## src/rtl/irq_gate_agg_pkg.sv

```systemverilog
package irq_gate_agg_pkg;

    localparam int MAX_SRC  = 32;
    localparam int VEC_W    = 12;
    localparam int ECNT_W   = 2;
    localparam int MASK_W   = 4;
    localparam logic [MASK_W-1:0] MASK_CEIL = '1;
    localparam logic [ECNT_W-1:0] ECNT_TOP  = '1;

    typedef struct packed {
        logic             valid;
        logic [VEC_W-1:0] vec;
    } vec_sel_t;

    // Default governor counts: source i is governed by (i mod 4) enables.
    function automatic logic [ECNT_W*MAX_SRC-1:0] build_max_cfg();
        logic [ECNT_W*MAX_SRC-1:0] r;
        r = '0;
        for (int i = 0; i < MAX_SRC; i++) begin
            r[ECNT_W*i +: ECNT_W] = ECNT_W'(i % 4);
        end
        return r;
    endfunction

    localparam logic [ECNT_W*MAX_SRC-1:0] DEFAULT_MAX_CFG = build_max_cfg();

endpackage

```

## src/rtl/igq_src_track.sv

```systemverilog
module igq_src_track
    import irq_gate_agg_pkg::*;
#(
    parameter logic [ECNT_W-1:0] GOV_CNT = '0
) (
    input  logic clk,
    input  logic rst,
    input  logic lvl,
    input  logic en_up,
    input  logic en_dn,
    output logic pend_q,
    output logic rise,
    output logic fall
);

    logic              lvl_q;
    logic [ECNT_W-1:0] cnt_q;
    logic [ECNT_W-1:0] cnt_d;
    logic              pend_d;

    always_comb begin
        cnt_d = cnt_q;
        if (en_up && !en_dn && cnt_q != ECNT_TOP) begin
            cnt_d = cnt_q + 1'b1;
        end else if (en_dn && !en_up && cnt_q != '0) begin
            cnt_d = cnt_q - 1'b1;
        end
    end

    assign pend_d = lvl && (cnt_d == GOV_CNT);
    assign rise   = pend_d && !pend_q;
    assign fall   = !pend_d && pend_q;

    always_ff @(posedge clk) begin
        if (rst) begin
            lvl_q  <= 1'b0;
            cnt_q  <= '0;
            pend_q <= 1'b0;
        end else begin
            lvl_q  <= lvl;
            cnt_q  <= cnt_d;
            pend_q <= pend_d;
        end
    end


    hold_level_chk: assert property (@(posedge clk) disable iff (rst)
        (lvl == lvl_q && !en_up && !en_dn) |=> $stable(pend_q));


    step_up_chk: assert property (@(posedge clk) disable iff (rst)
        (en_up && !en_dn && cnt_q != ECNT_TOP) |=> (cnt_q == $past(cnt_q) + 1'b1));


    sat_top_chk: assert property (@(posedge clk) disable iff (rst)
        (en_up && cnt_q == ECNT_TOP) |=> (cnt_q == ECNT_TOP));


    sat_floor_chk: assert property (@(posedge clk) disable iff (rst)
        (en_dn && cnt_q == '0) |=> (cnt_q == '0));


    pend_needs_line_chk: assert property (@(posedge clk) disable iff (rst)
        pend_q |-> lvl_q);

endmodule

```

## src/rtl/igq_pend_count.sv

```systemverilog
module igq_pend_count
    import irq_gate_agg_pkg::*;
#(
    parameter int NUM_SRC = MAX_SRC
) (
    input  logic               clk,
    input  logic               rst,
    input  logic [NUM_SRC-1:0] rise_vec,
    input  logic [NUM_SRC-1:0] fall_vec,
    output logic [$clog2(NUM_SRC+1)-1:0] pend_cnt,
    output logic               irq_req
);

    localparam int CW = $clog2(NUM_SRC + 1);

    logic [CW-1:0] up_n;
    logic [CW-1:0] dn_n;
    logic [CW-1:0] cnt_d;

    assign up_n  = CW'($countones(rise_vec));
    assign dn_n  = CW'($countones(fall_vec));
    assign cnt_d = pend_cnt + up_n - dn_n;

    always_ff @(posedge clk) begin
        if (rst) begin
            pend_cnt <= '0;
            irq_req  <= 1'b0;
        end else begin
            pend_cnt <= cnt_d;
            irq_req  <= (cnt_d != '0);
        end
    end


    no_underflow_chk: assert property (@(posedge clk) disable iff (rst)
        (pend_cnt == '0) |-> (dn_n == '0));

endmodule

```

## src/rtl/igq_vec_pick.sv

```systemverilog
module igq_vec_pick
    import irq_gate_agg_pkg::*;
#(
    parameter int               NUM_SRC  = MAX_SRC,
    parameter logic [VEC_W-1:0] VEC_BASE = 12'h200,
    parameter logic [VEC_W-1:0] VEC_STEP = 12'h020
) (
    input  logic               clk,
    input  logic               rst,
    input  logic [NUM_SRC-1:0] pend_vec,
    input  logic [MASK_W-1:0]  mask_lvl,
    output vec_sel_t           sel_q
);

    vec_sel_t sel_d;

    always_comb begin
        sel_d = '0;
        for (int i = NUM_SRC - 1; i >= 0; i--) begin
            if (pend_vec[i]) begin
                sel_d.valid = 1'b1;
                sel_d.vec   = VEC_BASE + VEC_W'(i) * VEC_STEP;
            end
        end
        if (mask_lvl == MASK_CEIL) begin
            sel_d.valid = 1'b0;
        end
    end

    always_ff @(posedge clk) begin
        if (rst) begin
            sel_q <= '0;
        end else begin
            sel_q <= sel_d;
        end
    end


    mask_ceiling_chk: assert property (@(posedge clk) disable iff (rst)
        (mask_lvl == MASK_CEIL) |=> !sel_q.valid);


    any_valid_chk: assert property (@(posedge clk) disable iff (rst)
        (pend_vec != '0 && mask_lvl != MASK_CEIL) |=> sel_q.valid);


    lowest_wins_chk: assert property (@(posedge clk) disable iff (rst)
        (pend_vec[0] && mask_lvl != MASK_CEIL) |=> (sel_q.vec == VEC_BASE));

endmodule

```

## src/rtl/irq_gate_agg.sv

```systemverilog
module irq_gate_agg
    import irq_gate_agg_pkg::*;
#(
    parameter int                         NUM_SRC  = MAX_SRC,
    parameter logic [VEC_W-1:0]           VEC_BASE = 12'h200,
    parameter logic [VEC_W-1:0]           VEC_STEP = 12'h020,
    parameter logic [ECNT_W*MAX_SRC-1:0]  MAX_CFG  = DEFAULT_MAX_CFG
) (
    input  logic               clk,
    input  logic               rst,
    input  logic [NUM_SRC-1:0] src_lvl,
    input  logic [NUM_SRC-1:0] en_up,
    input  logic [NUM_SRC-1:0] en_dn,
    input  logic [MASK_W-1:0]  mask_lvl,
    output logic               irq_req,
    output logic               vec_valid,
    output logic [VEC_W-1:0]   vec_out
);

    localparam int CW = $clog2(NUM_SRC + 1);

    logic [NUM_SRC-1:0] pend_vec;
    logic [NUM_SRC-1:0] rise_vec;
    logic [NUM_SRC-1:0] fall_vec;
    logic [CW-1:0]      pend_cnt;
    vec_sel_t           sel_q;

    for (genvar g = 0; g < NUM_SRC; g++) begin : g_src
        igq_src_track #(
            .GOV_CNT (MAX_CFG[ECNT_W*g +: ECNT_W])
        ) i_track (
            .clk    (clk),
            .rst    (rst),
            .lvl    (src_lvl[g]),
            .en_up  (en_up[g]),
            .en_dn  (en_dn[g]),
            .pend_q (pend_vec[g]),
            .rise   (rise_vec[g]),
            .fall   (fall_vec[g])
        );
    end

    igq_pend_count #(
        .NUM_SRC (NUM_SRC)
    ) i_count (
        .clk      (clk),
        .rst      (rst),
        .rise_vec (rise_vec),
        .fall_vec (fall_vec),
        .pend_cnt (pend_cnt),
        .irq_req  (irq_req)
    );

    igq_vec_pick #(
        .NUM_SRC  (NUM_SRC),
        .VEC_BASE (VEC_BASE),
        .VEC_STEP (VEC_STEP)
    ) i_pick (
        .clk      (clk),
        .rst      (rst),
        .pend_vec (pend_vec),
        .mask_lvl (mask_lvl),
        .sel_q    (sel_q)
    );

    assign vec_valid = sel_q.valid;
    assign vec_out   = sel_q.vec;


    count_tracks_chk: assert property (@(posedge clk) disable iff (rst)
        pend_cnt == CW'($countones(pend_vec)));


    req_follows_pend_chk: assert property (@(posedge clk) disable iff (rst)
        irq_req == (pend_vec != '0));


    reset_quiet_chk: assert property (@(posedge clk)
        $past(rst) |-> (!irq_req && !vec_valid));

endmodule

```

## config.mk

```make
export PLATFORM = sky130hd
export DESIGN_NAME = irq_gate_agg
export DESIGN_NICKNAME = d
export VERILOG_FILES = /design/src/rtl/irq_gate_agg_pkg.sv /design/src/rtl/igq_src_track.sv /design/src/rtl/igq_pend_count.sv /design/src/rtl/igq_vec_pick.sv /design/src/rtl/irq_gate_agg.sv
export SDC_FILE = /design/constraint.sdc
export NUM_CORES = 1
export LEC_CHECK = 0
export ABC_CLOCK_PERIOD_IN_PS = 13500
export BUFFER_PORTS_ARGS = -buffer_cell sky130_fd_sc_hd__buf_4
export CORE_MARGIN = 2
export CORE_UTILIZATION = 35
export DETAILED_ROUTE_END_ITERATION = 10
export SLEW_MARGIN = 20
export SYNTH_ARGS = -nofsm -noshare
export SYNTH_HDL_FRONTEND = slang
export SYNTH_SLANG_ARGS = --single-unit
```

## constraint.sdc

```tcl
create_clock -name clk -period 13.5 [get_ports clk]
set_input_delay 0 -clock clk [delete_from_list [all_inputs] [get_ports clk]]
set_output_delay 0 -clock clk [all_outputs]
set_load 0.02 [all_outputs]
```

==> qor.yml <==
hpwlAfterDp_microns: 17100
seq_area_sq_um: 2200
globalplace.congestion: 0.841
mostFrequentLayoutCell: "inv_1"
syn_area_per_cell_sq_um: 8.69
fin_cells: 1574
cts_resized: 0
initialDrtViolationCount: 294
slew_headroom_pct: 54.8
antenna_cells: 0
core-area_sq_um: 26000
max_cap_viol_count: 0
hold_path_startpoint: "en_up[15]"
dr_total_vias: 7432
cp.arrival_ns: 7.72
reg2reg_setup_slack_ns: 6.00
synthTopCellsByArea: "dfxtp_1 (24%), ha_1 (15%), fa_1 (14%), inv_1 (7.0%), nor2_1 (5.9%)"
dr_wl_met2_microns: 10100
die_x_microns: 166
routed.top_layer: "met4"
synthDistinctLibCells: 53
placedCellCount: 1492
fin_setup_tns_ns: 0
critPathLaunchType: "register"
fin_crit_sh_pct: 55.6
hold_violations: 0
track_usage_pct: 15.6
period_needed_ns: 7.50
avgViaCountPerCell: 4.72
synth-seq-area-share_pct: 23.9
row_count: 59
yosysTopAreaCell: "dfxtp_1"
finalNetCount: 1509
maxSlewViolCount: 0
totalWireLength_microns: 20800
firstDrtPassIters: 4
critPathKind: "reg2reg"
wl_met1_microns: 9550
cts_setup_buffers: 0
avgRoutedWirePerCell_microns: 13.2
cp_top_family: "adder cells"
tightest_slew_ns: 0.678
port_buffers: 109
setup_violations: 0
critPathMaxFanout: 3
synthCells: 1060
cp_common_cell: "fa_1"
grt_setup_unrepaired: "no"
critPathBufInv: 6
drt.antenna.violating_nets: 0
fin_skew_ns: 0.0107
slowest_delay_ns: 0.58
synth_top_area_share_pct: 23.9
r2r_start: "g_src[30].i_track.cnt_q[1]"
hold_path_end: "g_src[15].i_track.cnt_q[1]"
outcome: "completed"
dieHeight_microns: 166
r2r_cells: 27
clockBufferDepth: 2
synth_edf_count: 0
layout_common_cells: "inv_1 (172), nor2_1 (144), ha_1 (110), dfxtp_1 (110), buf_4 (110)"
cp.required_ns: 13.71
die-area_sq_um: 27600
whs_path_depth: 3
initial_core_util_pct: 35.5
fmax_ghz: 0.133
drive_gt1_share_pct: 12.3
async_flop_share_pct: 0
grt_antenna_before_repair: 0
cts.sinks: 110
dr_wl_met3_microns: 938
first_global_vias: 7701
cts_tree: "yes"
cts-root-buf: "clkbuf_16"
fillers: 2555
grt_pass1_wl_microns: 35700
htreeDepth: 3
cts.clk_slew.worst_paths_ns: 0.07
grt_max_degree: 61
cts_hold_buf: 66
drc: 0
cts_made_buffers: 9
multi_input_area_sq_um: 6230
yosys_warnings: 0
grt_overflow: 0
min_path_type: "in2reg"
critPathSlowestCell: "fa_1"
num_io_pins: 116
crit_path_end_kind: "register"
syn_area_sq_um: 9220
synth-seq-cells: 110
syn_to_final_growth_pct: 23.4
ys.flop_type: "dfxtp_1"
r2r_end: "i_count.irq_req"
clock_latency_ns: 0.36
flip-flops by register name, summed over array words and instances, names as in the netlist:
register and flops:
g_src.i_track.pend_q 32, i_count.irq_req 1, g_src.i_track.cnt_q 64, i_count.pend_cnt 6, i_pick.sel_q 7
synth_stat cells (all sizes together), types with 2 or more instances:
cell,instances
and2,21
nor3,50
a21o,18
or4,5
ha,110
nand3b,2
xor2,3
inv,179
clkbuf,7
o21bai,2
fa,63
buf,11
nand2b,5
nor4,20
nand3,27
a22o,16
a211o,2
a221o,5
a311oi,11
nand2,12
nor3b,10
o22ai,2
o21a,8
o31ai,11
o31a,4
a221oi,11
o211ai,12
xnor2,39
nor2,146
dfxtp,110
and2b,7
clkinv,9
mux2i,21
o21ai,10
a21oi,23
nor2b,50
a31oi,10
stage by stage:
step	util, %	cell area [sq um]	setup WS [ns]	hold slack [ns]
detailed placement	40.0	10400	5.96	0.231
CTS	43.8	11400	5.96	0.00340
global route	43.8	11400	5.58	0.00771
floorplan	-	9240	6.36	0.122
global placement	40.0	10400	6.10	0.232
finish	43.8	11400	6.00	0.0132
cell families after synthesis:
| logic type | Yosys count | synth area share, % |
|---|---|---|
| AO/OA/AOI/OAI | 150 | 12.8 |
| XOR/XNOR | 42 | 3.99 |
| adder cells (fa/ha/maj) | 173 | 28.6 |
| buffers and inverters | 206 | 8.68 |
| flip-flops | 110 | 23.9 |
| multiplexers | 21 | 2.28 |
| other | 1 | 0.0407 |
| AND/OR/NAND/NOR | 357 | 19.7 |
area by class of cell:
| cell class | instances | area share (%) |
|---|---|---|
| Multi-Input combinational cell | 749 | 54.8 |
| Sequential cell | 110 | 19.4 |
| Timing Repair Buffer | 176 | 13.1 |
| Inverter | 188 | 6.21 |
| Tap cell | 335 | 3.69 |
| Clock buffer | 9 | 1.98 |
| Clock inverter | 7 | 0.847 |
metal layers:
metal	global-route usage [%]	vias up
li1	-	3869
met1	19.4	3441
met2	27.6	110
met3	3.74	12
met4	3.45	0
met5	0	-
worst register-to-register path: cells and delay by family (launching register included):
kind,cells,cell delay (ns)
fa+ha+maj,11,4.89
compound gates,5,0.87
simple gates,4,0.69
buf+inv,6,0.37
flops,1,0.36
xor+xnor,1,0.20
how the worst max path moves through the flow:
stage | from | endpoint | slack [ns] | cells past startpoint
after floorplan | g_src[30].i_track.cnt_q[1] | i_count.irq_req | 6.36 | 27
after global placement | g_src[30].i_track.cnt_q[1] | i_count.irq_req | 6.10 | 27
after detailed placement | g_src[14].i_track.cnt_q[1] | i_count.irq_req | 5.96 | 27
after CTS | g_src[14].i_track.cnt_q[1] | i_count.irq_req | 5.96 | 27
after global routing | g_src[30].i_track.cnt_q[1] | i_count.irq_req | 5.58 | 27
final | g_src[30].i_track.cnt_q[1] | i_count.irq_req | 6.00 | 27
Power is left out: the tool's default activity adds up to more than one toggle a clock period on the data nets, which glitch-free logic cannot reach.
